File: config.mk
export PLATFORM = sky130hd
export DESIGN_NAME = adc_ctrl_seq
export DESIGN_NICKNAME = d
export VERILOG_FILES = /design/src/rtl/adc_seq_pkg.sv /design/src/rtl/adc_chan_decode.sv /design/src/rtl/adc_ctrl_seq.sv
export SDC_FILE = /design/constraint.sdc
export NUM_CORES = 1
export LEC_CHECK = 0
export BUFFER_PORTS_ARGS = -buffer_cell sky130_fd_sc_hd__clkbuf_2
export CORE_MARGIN = 2
export CORE_UTILIZATION = 44
export DETAILED_ROUTE_END_ITERATION = 8
export GPL_TIMING_DRIVEN = 0
export PLACE_DENSITY_LB_ADDON = 0.1
export SLEW_MARGIN = 10
export SYNTH_ARGS = -nofsm -noshare
export SYNTH_HDL_FRONTEND = slang
export SYNTH_SLANG_ARGS = --single-unit
File: constraint.sdc
create_clock -name clk -period 1.2 [get_ports clk]
set_clock_uncertainty 0.1 [all_clocks]
set_input_delay 0.18 -clock clk [delete_from_list [all_inputs] [get_ports clk]]
set_output_delay 0.18 -clock clk [all_outputs]
set_load 0.01 [all_outputs]
File: src/rtl/adc_seq_pkg.sv
package adc_seq_pkg;
    localparam int CTL_W  = 8;
    localparam int PS_W   = 3;
    localparam int CODE_W = 3;
    localparam int IDX_W  = CODE_W - 1;
    localparam int NUM_IN = 2 ** IDX_W;

    // field order is the register layout, msb first
    typedef struct packed {
        logic            en;
        logic            sc;
        logic            fr;
        logic            flag;
        logic            ie;
        logic [PS_W-1:0] ps;
    } ctl_t;

    typedef struct packed {
        ctl_t              ctl;
        logic [CODE_W-1:0] chan;
        logic [CODE_W-1:0] lat;
        logic              busy;
        logic              start;
    } seq_t;
endpackage

File: src/rtl/adc_chan_decode.sv
module adc_chan_decode
    import adc_seq_pkg::*;
#(
    parameter int DIFF_POS = 2,
    parameter int DIFF_NEG = 3
) (
    input  logic [CODE_W-1:0] code,
    output logic [NUM_IN-1:0] pos_sel,
    output logic [NUM_IN-1:0] neg_sel,
    output logic              gain_hi
);
    logic             diff;
    logic [IDX_W-1:0] idx;

    assign diff    = code[CODE_W-1];
    assign idx     = code[IDX_W-1:0];
    assign gain_hi = diff && code[0];

    for (genvar i = 0; i < NUM_IN; i++) begin : g_in
        assign pos_sel[i] = diff ? (i == DIFF_POS) : (idx == IDX_W'(i));
        assign neg_sel[i] = diff && (idx[IDX_W-1] ? (i == DIFF_NEG) : (i == DIFF_POS));
    end
endmodule

File: src/rtl/adc_ctrl_seq.sv
module adc_ctrl_seq
    import adc_seq_pkg::*;
#(
    parameter int ADDR_W    = 1,
    parameter int CTL_ADDR  = 0,
    parameter int CHAN_ADDR = 1
) (
    input  logic              clk,
    input  logic              rst_n,
    input  logic              bus_wr,
    input  logic [ADDR_W-1:0] bus_addr,
    input  logic [CTL_W-1:0]  bus_wdata,
    output logic [CTL_W-1:0]  bus_rdata,
    output logic              conv_en,
    output logic              conv_start,
    output logic              conv_busy,
    input  logic              conv_done,
    output logic [PS_W-1:0]   presc,
    output logic [NUM_IN-1:0] pos_sel,
    output logic [NUM_IN-1:0] neg_sel,
    output logic              gain_hi,
    output logic              irq
);
    seq_t q, d;
    ctl_t wctl;
    logic wr_ctl, wr_chan, en_n, done_hit;

    always_comb begin
        d       = q;
        wctl    = ctl_t'(bus_wdata);
        wr_ctl  = bus_wr && (bus_addr == ADDR_W'(CTL_ADDR));
        wr_chan = bus_wr && (bus_addr == ADDR_W'(CHAN_ADDR));
        en_n    = wr_ctl ? wctl.en : q.ctl.en;
        // a done pulse counts only for a live, still-enabled conversion
        done_hit = q.busy && conv_done && en_n;

        d.start = 1'b0;

        if (wr_ctl) begin
            d.ctl.en = wctl.en;
            d.ctl.fr = wctl.fr;
            d.ctl.ie = wctl.ie;
            d.ctl.ps = wctl.ps;
            if (wctl.sc)   d.ctl.sc   = 1'b1;   // writing 0 does nothing
            if (wctl.flag) d.ctl.flag = 1'b0;   // write-1-to-clear
        end
        if (wr_chan) d.chan = bus_wdata[CODE_W-1:0];

        if (done_hit) begin
            d.busy     = 1'b0;
            d.ctl.flag = 1'b1;                  // set beats clear
            if (!d.ctl.fr) d.ctl.sc = 1'b0;
        end

        if (!en_n) begin
            d.ctl.sc = 1'b0;
            d.busy   = 1'b0;
        end

        // selection follows the register only between conversions
        if (!q.busy) d.lat = q.chan;

        if (en_n && q.ctl.sc && d.ctl.sc && !q.busy) begin
            d.start = 1'b1;
            d.busy  = 1'b1;
        end
    end

    always_ff @(posedge clk) begin
        if (!rst_n) q <= '0;
        else        q <= d;
    end

    always_comb begin
        if (bus_addr == ADDR_W'(CHAN_ADDR)) bus_rdata = {(CTL_W-CODE_W)'(0), q.chan};
        else                                bus_rdata = CTL_W'(q.ctl);
    end

    assign conv_en    = q.ctl.en;
    assign conv_start = q.start;
    assign conv_busy  = q.busy;
    assign presc      = q.ctl.ps;
    assign irq        = q.ctl.flag && q.ctl.ie;

    adc_chan_decode u_dec (
        .code    (q.lat),
        .pos_sel (pos_sel),
        .neg_sel (neg_sel),
        .gain_hi (gain_hi)
    );
endmodule

* Yosys cells after proc, flatten, opt, wreduce, memory -nomap -nowiden
Index checks and enable logic that the tools add are counted.
W data, S select, Z words.
** Operators by class
- Add/sub/neg operators :: 0
- $mul :: 0
- Div/mod/pow operators :: 0
- Magnitude comparators :: 0
- Eq/ne operators :: 4
- Shift operators :: 0
- Multiplexer cells :: 18
- Bitwise logic cells :: 1
- Reduce and logical (&&, ||, !) cells :: 16
** Operator list (count)
- $mux W1 :: 15
- $logic_and A1 B1 Y1 :: 11
- $mux W8 :: 1
- $mux W7 :: 1
- $eq A2 B2 Y1 const B :: 2
- $reduce_bool A2 Y1 :: 2
- $ne A3 B1 Y1 const B :: 1
- $eq A2 B1 Y1 const B :: 1
- $logic_not A2 Y1 :: 1
- $mux W2 :: 1
- $reduce_and A2 Y1 :: 1
- $logic_not A1 Y1 :: 1
- $not A1 Y1 :: 1
** Word-level totals
- Register bits :: 16
- Latch bits :: 0
- Memory bits (writable) :: 0
- ROM bits :: 0
- Bits of input ports :: 13
- Output and inout bits :: 24
- Logic and storage cells :: 49
- Memories kept :: 0

* Logic depth before layout (Yosys ltp)
Gate-level depths: netlist (run 1).
- Word-level depth :: 9
- Mapped depth :: 4
- Depth with buffers taken out :: 3

* Hierarchy
A second synthesis (run 1) with hierarchy kept.
** Second synthesis, totals
- Cell total of the unflattened synthesis :: 93
- Area total of the unflattened synthesis :: 817.0 um^2
** By module, submodules not included
- adc_ctrl_seq :: times used 1, cells each 82, area each 744.5 um^2, seq. area each 320.3 um^2
- adc_chan_decode :: times used 1, cells each 11, area each 72.6 um^2, seq. area each 0.0 um^2

* Worst setup path after synthesis (run 1)
No wires, ideal clock.
- Kind :: register -> register
- From :: reg q (netlist bit conv_busy)
- To :: reg q[2] (netlist bit)
- Library setup time :: 0.116 ns
- Data arrival time :: 0.876 ns
- Required time :: 0.984 ns
- Setup slack :: 0.108 ns
- Stages on the path, launching flop included :: 4
- Path buffers :: 1
- Clock period less this slack :: 1.092 ns
- Cell sequence :: dfxtp_1 -> clkbuf_1 -> mux2i_1 -> nor2b_1
** RTL lines
- from (decl) :: RTL line adc_ctrl_seq.sv:24 : seq_t q, d;
- from (signal assigned) :: RTL line adc_ctrl_seq.sv:70 : if (!rst_n) q <= '0;
- from (signal assigned) :: RTL line adc_ctrl_seq.sv:71 : else q <= d;

* Worst setup path after layout (run 1)
- From :: reg q (netlist bit presc[1])
- To :: out bus_rdata[1]
** On the way
- Longest elaborated chain between the ends :: 1
** RTL lines
- $mux W8 :: RTL line adc_ctrl_seq.sv:75 : if (bus_addr == ADDR_W'(CHAN_ADDR)) bus_rdata = {(CTL_W-CODE_W)'(0), q.chan};
- to (decl) :: RTL line adc_ctrl_seq.sv:13 : output logic [CTL_W-1:0] bus_rdata,
No other way between the ends.

==> insert_results.sql, run 1 <==
INSERT INTO impl_metrics (metric_group, metric, value, unit) VALUES
('pwr', 'pwr_density_cell', '962', 'nW/µm²'),
('placed_design', 'gp_congestion', '0.775', ''),
('outcome', 'violations', 'negative setup slack', ''),
('clock_network', 'cts.path.max_buffers', '2', ''),
('global_route', 'grt_start_max_net_pins', '11', ''),
('clock_network', 'clock_tree.htree_level_count', '1', ''),
('floorplan', 'initial_core_util', '0.456', ''),
('placed_design', 'place_hpwl', '1210', 'µm'),
('timing', 'rsz_0062_raised_after_global_routing', 'true', ''),
('cells_and_area', 'final_nets', '147', ''),
('drt', 'dr.first_iter.drc_count', '5', ''),
('job', 'timing.max_cap.violations', '0', ''),
('timing', 'post-route-min-period', '1.27', 'ns'),
('floorplan', 'die_width', '45.8', 'µm'),
('worst_setup_path', 'timing.rr.end', 'q[12]$_SDFFE_PN0P_', ''),
('worst_setup_path', 'worstRegToRegCells', '2', ''),
('cells_and_area', 'area_delta_synth_final', '44.7', '%'),
('drt', 'vias', '724', ''),
('clock_network', 'cts_tree', 'built', ''),
('cells_and_area', 'fillCellCount', '160', ''),
('clock_network', 'cts.reportedPaths.clkPinSlew', '0.09', 'ns'),
('timing', 'setup_tns', '-0.446', 'ns'),
('placed_design', 'count_of_input_and_output_buffers', '34', ''),
('drt', 'route.detailed.wl_per_inst', '11.6', 'µm'),
('worst_setup_path', 'critPathArrivalTime', '0.99', 'ns'),
('floorplan', 'fp.dieH', '45.8', 'µm'),
('global_route', 'grt_pass1_wl', '2670', 'µm'),
('floorplan', 'dieArea', '2100', 'µm²'),
('synthesis', 'netlist_area_before_placement', '769', 'µm²'),
('global_route', 'track_usage', '0.183', ''),
('synthesis', 'synth_cell_types', '26', ''),
('drt', 'iteration_count_of_the_initial_detailed_routing_pass', '2', ''),
('timing', 'finalSetupViolations', '9', ''),
('drt', 'detail-route-antenna-nets', '0', ''),
('pwr', 'peakVddDrop', '0.693', 'mV'),
('synthesis', 'synth.ff_latch_count', '16', ''),
('cells_and_area', 'antenna_cells_inserted', '0', ''),
('clock_network', 'insertion_delay', '0.28', 'ns'),
('cells_and_area', 'postLayoutCoreUtil', '0.659', ''),
('clock_network', 'cts_num_sinks', '16', ''),
('global_route', 'antenna_found_initial', '0', ''),
('drt', 'postRouteWirelength', '1750', 'µm'),
('worst_setup_path', 'timing.reg2reg.setup_slack', '0.14', 'ns'),
('worst_setup_path', 'worstSetupStartpoint', 'presc[1]$_SDFFE_PN0N_', ''),
('worst_setup_path', 'cp_top_family', 'flip-flops', ''),
('pwr', 'power.leakage', '0.542', 'nW'),
('synthesis', 'yosys_warnings', '0', ''),
('floorplan', 'fp.coreArea', '1690', 'µm²'),
('floorplan', 'num_io_pins', '37', ''),
('drt', 'post_drt_via_cell_ratio', '4.83', ''),
('synthesis', 'synthesis.area_per_instance', '8.84', 'µm²'),
('cells_and_area', 'fraction_of_final_layout_cells_sized_beyond_drive_strength_1', '0.564', ''),
('worst_setup_path', 'setup.worst_path.start_class', 'register', ''),
('worst_setup_path', 'critical_path_buf_inv_count', '1', ''),
('clock_network', 'cts_root_buf', 'clkbuf_4', ''),
('timing', 'timing_max_transition_violations_final', '0', ''),
('global_route', 'grt_pass1_vias', '624', ''),
('timing', 'timing.final.hold_violations', '0', ''),
('synthesis', 'syn-instance-count', '87', ''),
('timing', 'achievable-frequency', '785', 'MHz'),
('synthesis', 'synth_sequential_area_ratio', '0.416', ''),
('timing', 'fin_ws', '-0.0741', 'ns'),
('worst_setup_path', 'crit_path_max_fanout', '3', ''),
('min_path', 'hold_path_class', 'in2reg', ''),
('outcome', 'outcome', 'finished, violations left', ''),
('floorplan', 'row_count', '15', ''),
('worst_setup_path', 'timing.critical_path.slowest_stage_cell', 'dfxtp_2', ''),
('cells_and_area', 'design_area', '1110', 'µm²'),
('placed_design', 'dpl-instance-area', '965', 'µm²'),
('worst_setup_path', 'cp_num_cells', '2', ''),
('worst_setup_path', 'endpoint', 'bus_rdata[1]', ''),
('global_route', 'globalRoute.totalOverflow', '0', ''),
('worst_setup_path', 'critical_path_cell_sequence', 'mux2_2 -> clkbuf_2', ''),
('timing', 'period_share', '1.06', ''),
('drt', 'route.detailed.drc', '0', ''),
('worst_setup_path', 'worst-endpoint-required', '0.92', 'ns'),
('worst_setup_path', 'launch_point_of_the_worst_reg_to_reg_path', 'conv_en$_SDFFE_PN0N_', ''),
('worst_setup_path', 'end_kind', 'output port', ''),
('worst_setup_path', 'worstSetupPathType', 'reg2out', ''),
('placed_design', 'pre_cts_slack', '-0.158', 'ns'),
('worst_setup_path', 'timing.critical_path.slowest_cell_delay', '0.34', 'ns'),
('clock_network', 'inserted_clock_buffers', '3', ''),
('timing', 'hold_ws', '0.0197', 'ns');
[flip-flops by register name (all words and copies together) (netlist names)]
register    count
presc           3
conv_en         1
q              10
conv_start      1
conv_busy       1
[stage by stage]
stage               power (mW)  std cells
global placement         0.713        139
detailed placement       0.716        139
CTS                       1.08        150
global route              1.13        150
floorplan                0.655         88
finish                    1.07        150
[layout by cell type (no fill, tap or decap), types with 2 or more instances in the layout]
master and instances:
a21boi_0 7, and2_1 2, buf_2 8, buf_4 11
buf_6 4, clkbuf_2 25, clkbuf_4 3, conb_1 2
dfxtp_1 3, dfxtp_2 11, dfxtp_4 2, mux2_2 2
mux2i_1 4, nand2_1 14, nand3_1 3, nor2b_1 10
o21ai_0 2
[power by group]
part / switching (mW) / internal, mW
logic: 0.0768 / 0.0873
clock network: 0.163 / 0.185
registers: 0.0128 / 0.547
[worst reg2reg max path, cell delays in order (launching register included)]
cell	delay [ns]
dfxtp_2	0.34
a31oi_1	0.34
o21ai_0	0.16
[worst min-delay path by stage]
stage                 startpoint            endpoint  slack, ns  cells after the start
floorplan              conv_done    q[14]$_SDFF_PN0_       0.20                      1
global placement       conv_done    q[14]$_SDFF_PN0_       0.30                      2
detailed placement     conv_done    q[14]$_SDFF_PN0_       0.31                      2
CTS                 bus_wdata[3]  q[11]$_SDFFE_PN0N_       0.02                      3
global route        bus_wdata[3]  q[11]$_SDFFE_PN0N_       0.04                      3
finish              bus_wdata[3]  q[11]$_SDFFE_PN0N_       0.02                      3
[Yosys cell counts]
master	count	area (µm²)
a21boi_0	7	52.6
a21o_1	1	7.51
a21o_2	1	8.76
a21oi_1	1	5.00
a311oi_1	1	8.76
a31oi_1	1	6.26
and2_1	3	18.8
and2b_2	1	8.76
and4b_2	1	11.3
buf_2	1	5.00
buf_4	5	37.5
buf_6	1	11.3
clkbuf_1	2	7.51
conb_1	1	3.75
dfxtp_1	16	320
inv_1	2	7.51
mux2_2	3	33.8
mux2i_1	4	40.0
nand2_1	14	52.6
nand2b_1	1	6.26
nand3_1	3	15.0
nor2_1	1	3.75
nor2b_1	10	62.6
nor3_1	2	10.0
nor3b_1	2	15.0
o21ai_0	2	10.0
[timing repair]
item | 4_1_cts | 5_1_grt
pin swaps | 3 | 1
resized for setup | 19 | 17
setup buffers | 6 | 1
endpoints found under the setup margin | 13 | 22
hold buffers | 1 | 0
hold endpoints to repair | 1 | 0
[routing by layer]
metal,wire length (µm),global-route usage,vias to the layer above
met5,0,0,-
met4,12,0.103,0
met3,73,0.0357,2
met2,877,0.290,20
met1,783,0.229,324
li1,-,-,378
[layout make-up]
type	instances	area, µm²	share of cell area
Buffer	8	57.6	0.0517
Clock buffer	4	36.3	0.0326
Inverter	2	7.51	0.00674
Multi-Input combinational cell	61	400	0.360
Sequential cell	16	342	0.307
Tap cell	17	21.3	0.0191
Timing Repair Buffer	42	249	0.224
[kinds of logic (layout without fill, tap and decap cells)]
group,Yosys count,count (layout),synth area share
DFF,16,16,0.416
muxes,7,7,0.0959
other,1,2,0.00487
AOI/OAI and AO/OA,14,14,0.128
buffers and inverters,11,56,0.0894
and+or+nand+nor,38,38,0.265
(Power assumes the default switching activity.)
==> inputs of run 2 (changes only) <==
--- a/config.mk
+++ b/config.mk
@@ -11,6 +11,7 @@
 export DETAILED_ROUTE_END_ITERATION = 8
 export GPL_TIMING_DRIVEN = 0
 export PLACE_DENSITY_LB_ADDON = 0.1
+export RECOVER_POWER = 50
 export SLEW_MARGIN = 10
 export SYNTH_ARGS = -nofsm -noshare
 export SYNTH_HDL_FRONTEND = slang
==> insert_results.sql, run 2 (synthesis results as in run 1) <==
INSERT INTO impl_metrics (metric_group, metric, value, unit) VALUES
('cells_and_area', 'antenna_cells_inserted', '0', ''),
('cells_and_area', 'commonest_cells_after_routing_fill_and_taps_aside', 'clkbuf_2 (24), nand2_1 (14), buf_4 (11)', ''),
('timing', 'post-route-min-period', '1.27', 'ns'),
('clock_network', 'cts_root_buf', 'clkbuf_4', ''),
('worst_setup_path', 'end_kind', 'output port', ''),
('cells_and_area', 'layout.cells.most_common', 'clkbuf_2', ''),
('worst_setup_path', 'timing.rr.end', 'q[12]$_SDFFE_PN0P_', ''),
('floorplan', 'dieArea', '2100', 'µm²'),
('timing', 'timing.final.hold_violations', '0', ''),
('timing', 'period_share', '1.06', ''),
('global_route', 'grt_pass1_vias', '624', ''),
('timing', 'fin_ws', '-0.0738', 'ns'),
('global_route', 'track_usage', '0.183', ''),
('cells_and_area', 'area_delta_synth_final', '42.9', '%'),
('placed_design', 'count_of_input_and_output_buffers', '34', ''),
('global_route', 'grt_pass1_wl', '2670', 'µm'),
('cells_and_area', 'fraction_of_final_layout_cells_sized_beyond_drive_strength_1', '0.519', ''),
('clock_network', 'insertion_delay', '0.28', 'ns'),
('timing', 'achievable-frequency', '785', 'MHz'),
('clock_network', 'cts_tree', 'built', ''),
('worst_setup_path', 'worst-endpoint-required', '0.92', 'ns'),
('worst_setup_path', 'worstSetupPathType', 'reg2out', ''),
('global_route', 'globalRoute.totalOverflow', '0', ''),
('pwr', 'peakVddDrop', '0.694', 'mV'),
('timing', 'rsz_0062_raised_after_global_routing', 'true', ''),
('clock_network', 'cts_num_sinks', '16', ''),
('worst_setup_path', 'timing.critical_path.slowest_cell_delay', '0.34', 'ns'),
('pwr', 'pwr_density_cell', '970', 'nW/µm²'),
('global_route', 'grt_start_max_net_pins', '11', ''),
('floorplan', 'fp.coreArea', '1690', 'µm²'),
('worst_setup_path', 'timing.reg2reg.setup_slack', '0.13', 'ns'),
('cells_and_area', 'largest_register_ff_count', '10', ''),
('floorplan', 'fp.dieH', '45.8', 'µm'),
('worst_setup_path', 'worstRegToRegCells', '2', ''),
('min_path', 'whs_path_depth', '3', ''),
('drt', 'postRouteWirelength', '1750', 'µm'),
('drt', 'iteration_count_of_the_initial_detailed_routing_pass', '2', ''),
('min_path', 'holdCritStartpoint', 'bus_wdata[3]', ''),
('worst_setup_path', 'setup.worst_path.start_class', 'register', ''),
('worst_setup_path', 'launch_point_of_the_worst_reg_to_reg_path', 'conv_en$_SDFFE_PN0N_', ''),
('drt', 'detail-route-antenna-nets', '0', ''),
('clock_network', 'clock_tree.htree_level_count', '1', ''),
('placed_design', 'gp_congestion', '0.775', ''),
('min_path', 'hold_path_class', 'in2reg', ''),
('pwr', 'power.leakage', '0.533', 'nW'),
('outcome', 'outcome', 'finished, violations left', ''),
('floorplan', 'die_width', '45.8', 'µm'),
('outcome', 'violations', 'negative setup slack', ''),
('min_path', 'hold-path-endpoint', 'q[11]$_SDFFE_PN0N_', ''),
('drt', 'post_drt_via_cell_ratio', '4.84', ''),
('placed_design', 'pre_cts_slack', '-0.158', 'ns'),
('worst_setup_path', 'critPathArrivalTime', '0.99', 'ns'),
('timing', 'timing_max_transition_violations_final', '0', ''),
('clock_network', 'cts.path.max_buffers', '2', ''),
('worst_setup_path', 'crit_path_max_fanout', '3', ''),
('floorplan', 'num_io_pins', '37', ''),
('floorplan', 'initial_core_util', '0.456', ''),
('cells_and_area', 'final_nets', '147', ''),
('cells_and_area', 'max_flop_register', 'q', ''),
('global_route', 'antenna_found_initial', '0', ''),
('drt', 'route.detailed.drc', '0', ''),
('placed_design', 'place_hpwl', '1210', 'µm'),
('drt', 'route.detailed.wl_per_inst', '11.6', 'µm'),
('worst_setup_path', 'critical_path_cell_sequence', 'mux2_2 -> clkbuf_2', ''),
('drt', 'dr.first_iter.drc_count', '8', ''),
('cells_and_area', 'fillCellCount', '163', ''),
('clock_network', 'inserted_clock_buffers', '3', ''),
('timing', 'finalSetupViolations', '9', ''),
('worst_setup_path', 'timing.critical_path.slowest_stage_cell', 'dfxtp_2', ''),
('job', 'timing.max_cap.violations', '0', ''),
('floorplan', 'row_count', '15', ''),
('drt', 'vias', '726', ''),
('cells_and_area', 'postLayoutCoreUtil', '0.651', ''),
('clock_network', 'cts.reportedPaths.clkPinSlew', '0.09', 'ns');
run 2: cell count changes in the layout (fill, tap and decap cells not counted), sizes merged:
cell / previous run / this run
buf: 23 / 22
clkbuf: 30 / 31
run 2: layer usage:
layer / track usage / wire (µm)
met1: 0.229 / 776
met2: 0.290 / 883
met3: 0.0357 / 74
met4: 0.103 / 12
met5: 0 / 0
run 2: repair_timing:
item,CTS,global route
gates resized for setup,19,17
hold endpoints to repair,1,0
setup buffers,6,1
endpoints found under the setup margin,13,22
gates cloned,0,0
hold buffers,1,0
pin swaps,3,1
run 2: final cells by class:
type                    instances  area [µm²]  share of cell area
clock buffers                   4        36.3              0.0330
multi-input cells              61         400               0.364
flip-flops and latches         16         337               0.306
plain buffers                   8        51.3              0.0466
repair buffers                 42         246               0.224
well taps                      17        21.3              0.0193
inverters                       2        7.51             0.00683
run 2: where the power goes:
group          total, mW  switching (mW)  internal (mW)
Sequential         0.559          0.0128          0.546
Clock              0.347           0.162          0.184
Combinational      0.161          0.0764         0.0845
Total               1.07           0.251          0.815
run 2: how the worst max path moves through the flow:
stage,slack (ns),startpoint,endpoint
final,-0.07,presc[1]$_SDFFE_PN0N_,bus_rdata[1]
after global routing,-0.13,presc[1]$_SDFFE_PN0N_,bus_rdata[1]
after CTS,-0.09,presc[1]$_SDFFE_PN0N_,bus_rdata[1]
after detailed placement,-0.16,bus_addr,q[12]$_SDFFE_PN0P_
after global placement,-0.12,bus_addr,bus_rdata[2]
after floorplan,0.11,conv_busy$_SDFFE_PN0P_,q[2]$_SDFFE_PN0N_
run 2: worst max-delay path: cells and delay by family, from the launching register on:
family   cells  cell delay, ns
flops        1            0.34
buf+inv      1            0.12
mux          1            0.25
run 2: through the flow:
| stage | cell area, µm² | hold WS [ns] | power, mW | std cells | setup TNS (ns) |
|---|---|---|---|---|---|
| final | 1100 | 0.0202 | 1.07 | 150 | -0.444 |
| after detailed placement | 965 | 0.307 | 0.716 | 139 | -0.738 |
| after CTS | 1090 | 0.0223 | 1.08 | 150 | -0.634 |
| after global placement | 965 | 0.297 | 0.713 | 139 | -0.518 |
| after global routing | 1100 | 0.0421 | 1.13 | 150 | -1.13 |
| after floorplan | 773 | 0.196 | 0.655 | 88 | 0 |
==> inputs of run 3 (changes only) <==
--- a/config.mk
+++ b/config.mk
@@ -5,13 +5,13 @@
 export SDC_FILE = /design/constraint.sdc
 export NUM_CORES = 1
 export LEC_CHECK = 0
-export BUFFER_PORTS_ARGS = -buffer_cell sky130_fd_sc_hd__clkbuf_2
 export CORE_MARGIN = 2
-export CORE_UTILIZATION = 44
+export CORE_UTILIZATION = 58
 export DETAILED_ROUTE_END_ITERATION = 8
+export DONT_BUFFER_PORTS = 1
 export GPL_TIMING_DRIVEN = 0
+export MAX_ROUTING_LAYER = met4
 export PLACE_DENSITY_LB_ADDON = 0.1
-export RECOVER_POWER = 50
 export SLEW_MARGIN = 10
 export SYNTH_ARGS = -nofsm -noshare
 export SYNTH_HDL_FRONTEND = slang
==> insert_results.sql, run 3 (synthesis results as in run 1) <==
INSERT INTO impl_metrics (metric_group, metric, value, unit) VALUES
('cells_and_area', 'design_area', '996', 'µm²'),
('global_route', 'grt_start_max_net_pins', '11', ''),
('clock_network', 'cts_root_buf', 'clkbuf_4', ''),
('timing', 'timing.final.hold_violations', '0', ''),
('clock_network', 'insertion_delay', '0.29', 'ns'),
('cells_and_area', 'commonest_cells_after_routing_fill_and_taps_aside', 'nand2_1 (14), dlygate4sd3_1 (9), dfxtp_1 (8)', ''),
('outcome', 'violations', 'negative setup slack', ''),
('worst_setup_path', 'worst-endpoint-required', '0.92', 'ns'),
('global_route', 'grt_pass1_wl', '2700', 'µm'),
('clock_network', 'clock_tree.htree_level_count', '1', ''),
('cells_and_area', 'final_nets', '116', ''),
('clock_network', 'cts_tree', 'built', ''),
('timing', 'setup_tns', '-0.0283', 'ns'),
('drt', 'wl_met2', '883', 'µm'),
('pwr', 'internal-power', '802', 'µW'),
('clock_network', 'cts.reportedPaths.clkPinSlew', '0.09', 'ns'),
('cells_and_area', 'layout.cells.most_common', 'nand2_1', ''),
('timing', 'period_share', '1.02', ''),
('cells_and_area', 'largest_register_ff_count', '10', ''),
('drt', 'iteration_count_of_the_initial_detailed_routing_pass', '4', ''),
('cells_and_area', 'fraction_of_final_layout_cells_sized_beyond_drive_strength_1', '0.363', ''),
('clock_network', 'cts_num_sinks', '16', ''),
('floorplan', 'initial_core_util', '0.607', ''),
('drt', 'detail-route-antenna-nets', '0', ''),
('drt', 'wirelength_met1', '706', 'µm'),
('global_route', 'antenna_found_initial', '0', ''),
('floorplan', 'fp.dieH', '40.4', 'µm'),
('worst_setup_path', 'end_kind', 'output port', ''),
('drt', 'route.top_layer_used', 'met4', ''),
('drt', 'met3RoutedLength', '127', 'µm'),
('pwr', 'netSwitchingPower', '251', 'µW'),
('placed_design', 'dpl-instance-area', '792', 'µm²'),
('timing', 'timing_max_transition_violations_final', '0', ''),
('worst_setup_path', 'worstSetupPathType', 'reg2out', ''),
('worst_setup_path', 'critPathArrivalTime', '0.94', 'ns'),
('timing', 'achievable-frequency', '820', 'MHz'),
('job', 'timing.max_cap.violations', '0', ''),
('floorplan', 'fp.coreArea', '1270', 'µm²'),
('pwr', 'power.switching_fraction', '0.238', ''),
('floorplan', 'row_count', '13', ''),
('placed_design', 'place_hpwl', '1160', 'µm'),
('min_path', 'hold_path_class', 'in2reg', ''),
('timing', 'hold_ws', '0.00579', 'ns'),
('cells_and_area', 'postLayoutCoreUtil', '0.785', ''),
('pwr', 'clock_power_share', '0.335', ''),
('placed_design', 'gp_congestion', '0.693', ''),
('drt', 'post_drt_via_cell_ratio', '5.59', ''),
('global_route', 'globalRoute.totalOverflow', '0', ''),
('timing', 'fin_ws', '-0.0198', 'ns'),
('cells_and_area', 'max_flop_register', 'q', ''),
('cells_and_area', 'antenna_cells_inserted', '0', ''),
('timing', 'finalSetupViolations', '3', ''),
('global_route', 'track_usage', '0.261', ''),
('placed_design', 'count_of_input_and_output_buffers', '0', ''),
('worst_setup_path', 'crit_path_max_fanout', '4', ''),
('clock_network', 'inserted_clock_buffers', '3', ''),
('timing', 'rsz_0062_raised_after_global_routing', 'true', ''),
('drt', 'route.detailed.drc', '0', ''),
('drt', 'dr.first_iter.drc_count', '21', ''),
('clock_network', 'cts.path.max_buffers', '2', ''),
('pwr', 'power_frac_seq', '0.534', ''),
('drt', 'vias', '654', ''),
('pwr', 'power.leakage', '0.394', 'nW'),
('floorplan', 'num_io_pins', '37', ''),
('drt', 'postRouteWirelength', '1740', 'µm'),
('global_route', 'grt_pass1_vias', '640', ''),
('timing', 'post-route-min-period', '1.22', 'ns'),
('pwr', 'peakVddDrop', '0.832', 'mV'),
('drt', 'route.detailed.wl_per_inst', '14.9', 'µm'),
('floorplan', 'dieArea', '1630', 'µm²'),
('worst_setup_path', 'setup.worst_path.start_class', 'register', ''),
('pwr', 'power.combinational.fraction', '0.131', ''),
('cells_and_area', 'area_delta_synth_final', '29.4', '%'),
('floorplan', 'die_width', '40.4', 'µm'),
('pwr', 'pwr_density_cell', '1060', 'nW/µm²'),
('outcome', 'outcome', 'finished, violations left', '');
==> run 3: cell types whose count changed in the layout (fill, tap and decap cells not counted), moves of 4 or more <==
cell,delta
dlygate4sd3_1,+8
nor2b_2,+4
buf_4,-5
buf_2,-6
clkbuf_2,-24
nor2b_1,-5
==> run 3: power by group through the flow <==
stage	registers [mW]	logic (mW)	clock network (mW)
finish	0.562	0.138	0.353
global route	0.566	0.150	0.379
CTS	0.562	0.132	0.354
detailed placement	0.576	0.0981	0
global placement	0.574	0.0955	0
floorplan	0.571	0.0844	0
==> run 3: final cells by class <==
| cell class | count | area, µm² |
|---|---|---|
| repair buffers | 10 | 97.6 |
| fillers | 92 | 273 |
| multi-input cells | 61 | 433 |
| plain buffers | 9 | 62.6 |
| clock buffers | 4 | 36.3 |
| inverters | 2 | 10.0 |
| flip-flops and latches | 16 | 338 |
| well taps | 15 | 18.8 |
==> run 3: routing by layer <==
metal  global-route usage  vias to the layer above
met3               0.0556                        5
met2                0.448                       34
met5                    -                        -
li1                     -                      316
met4                0.108                        0
met1                0.290                      299
==> run 3: worst paths after layout <==
check	from	end	slack [ns]	depth (start not counted)
worst min-delay path	bus_wdata[5]	q[13]$_SDFF_PN0_	0.006	2
worst max-delay path	q[2]$_SDFFE_PN0N_	pos_sel[3]	-0.02	2
worst min register to register	presc[1]$_SDFFE_PN0N_	presc[1]$_SDFFE_PN0N_	0.38	2
worst max register to register	conv_busy$_SDFFE_PN0P_	q[2]$_SDFFE_PN0N_	0.13	3
==> run 3: worst max-delay path: stages (launching register included) <==
cell     delay [ns]
dfxtp_4        0.38
inv_4          0.05
nor3b_4        0.22
==> run 3: repair_timing <==
item,CTS,global route
hold buffers,9,0
setup endpoints to repair,13,14
gates resized for setup,16,12
buffers inserted,1,0
hold endpoints to repair,10,0
pin swaps,3,1
==> run 3: stage by stage <==
step	worst slack [ns]	cells	power [mW]
floorplan	0.108	88	0.655
global placement	0.0312	103	0.670
CTS	-0.0213	117	1.05
finish	-0.0198	117	1.05
global route	-0.0830	117	1.09
detailed placement	0.000417	103	0.674
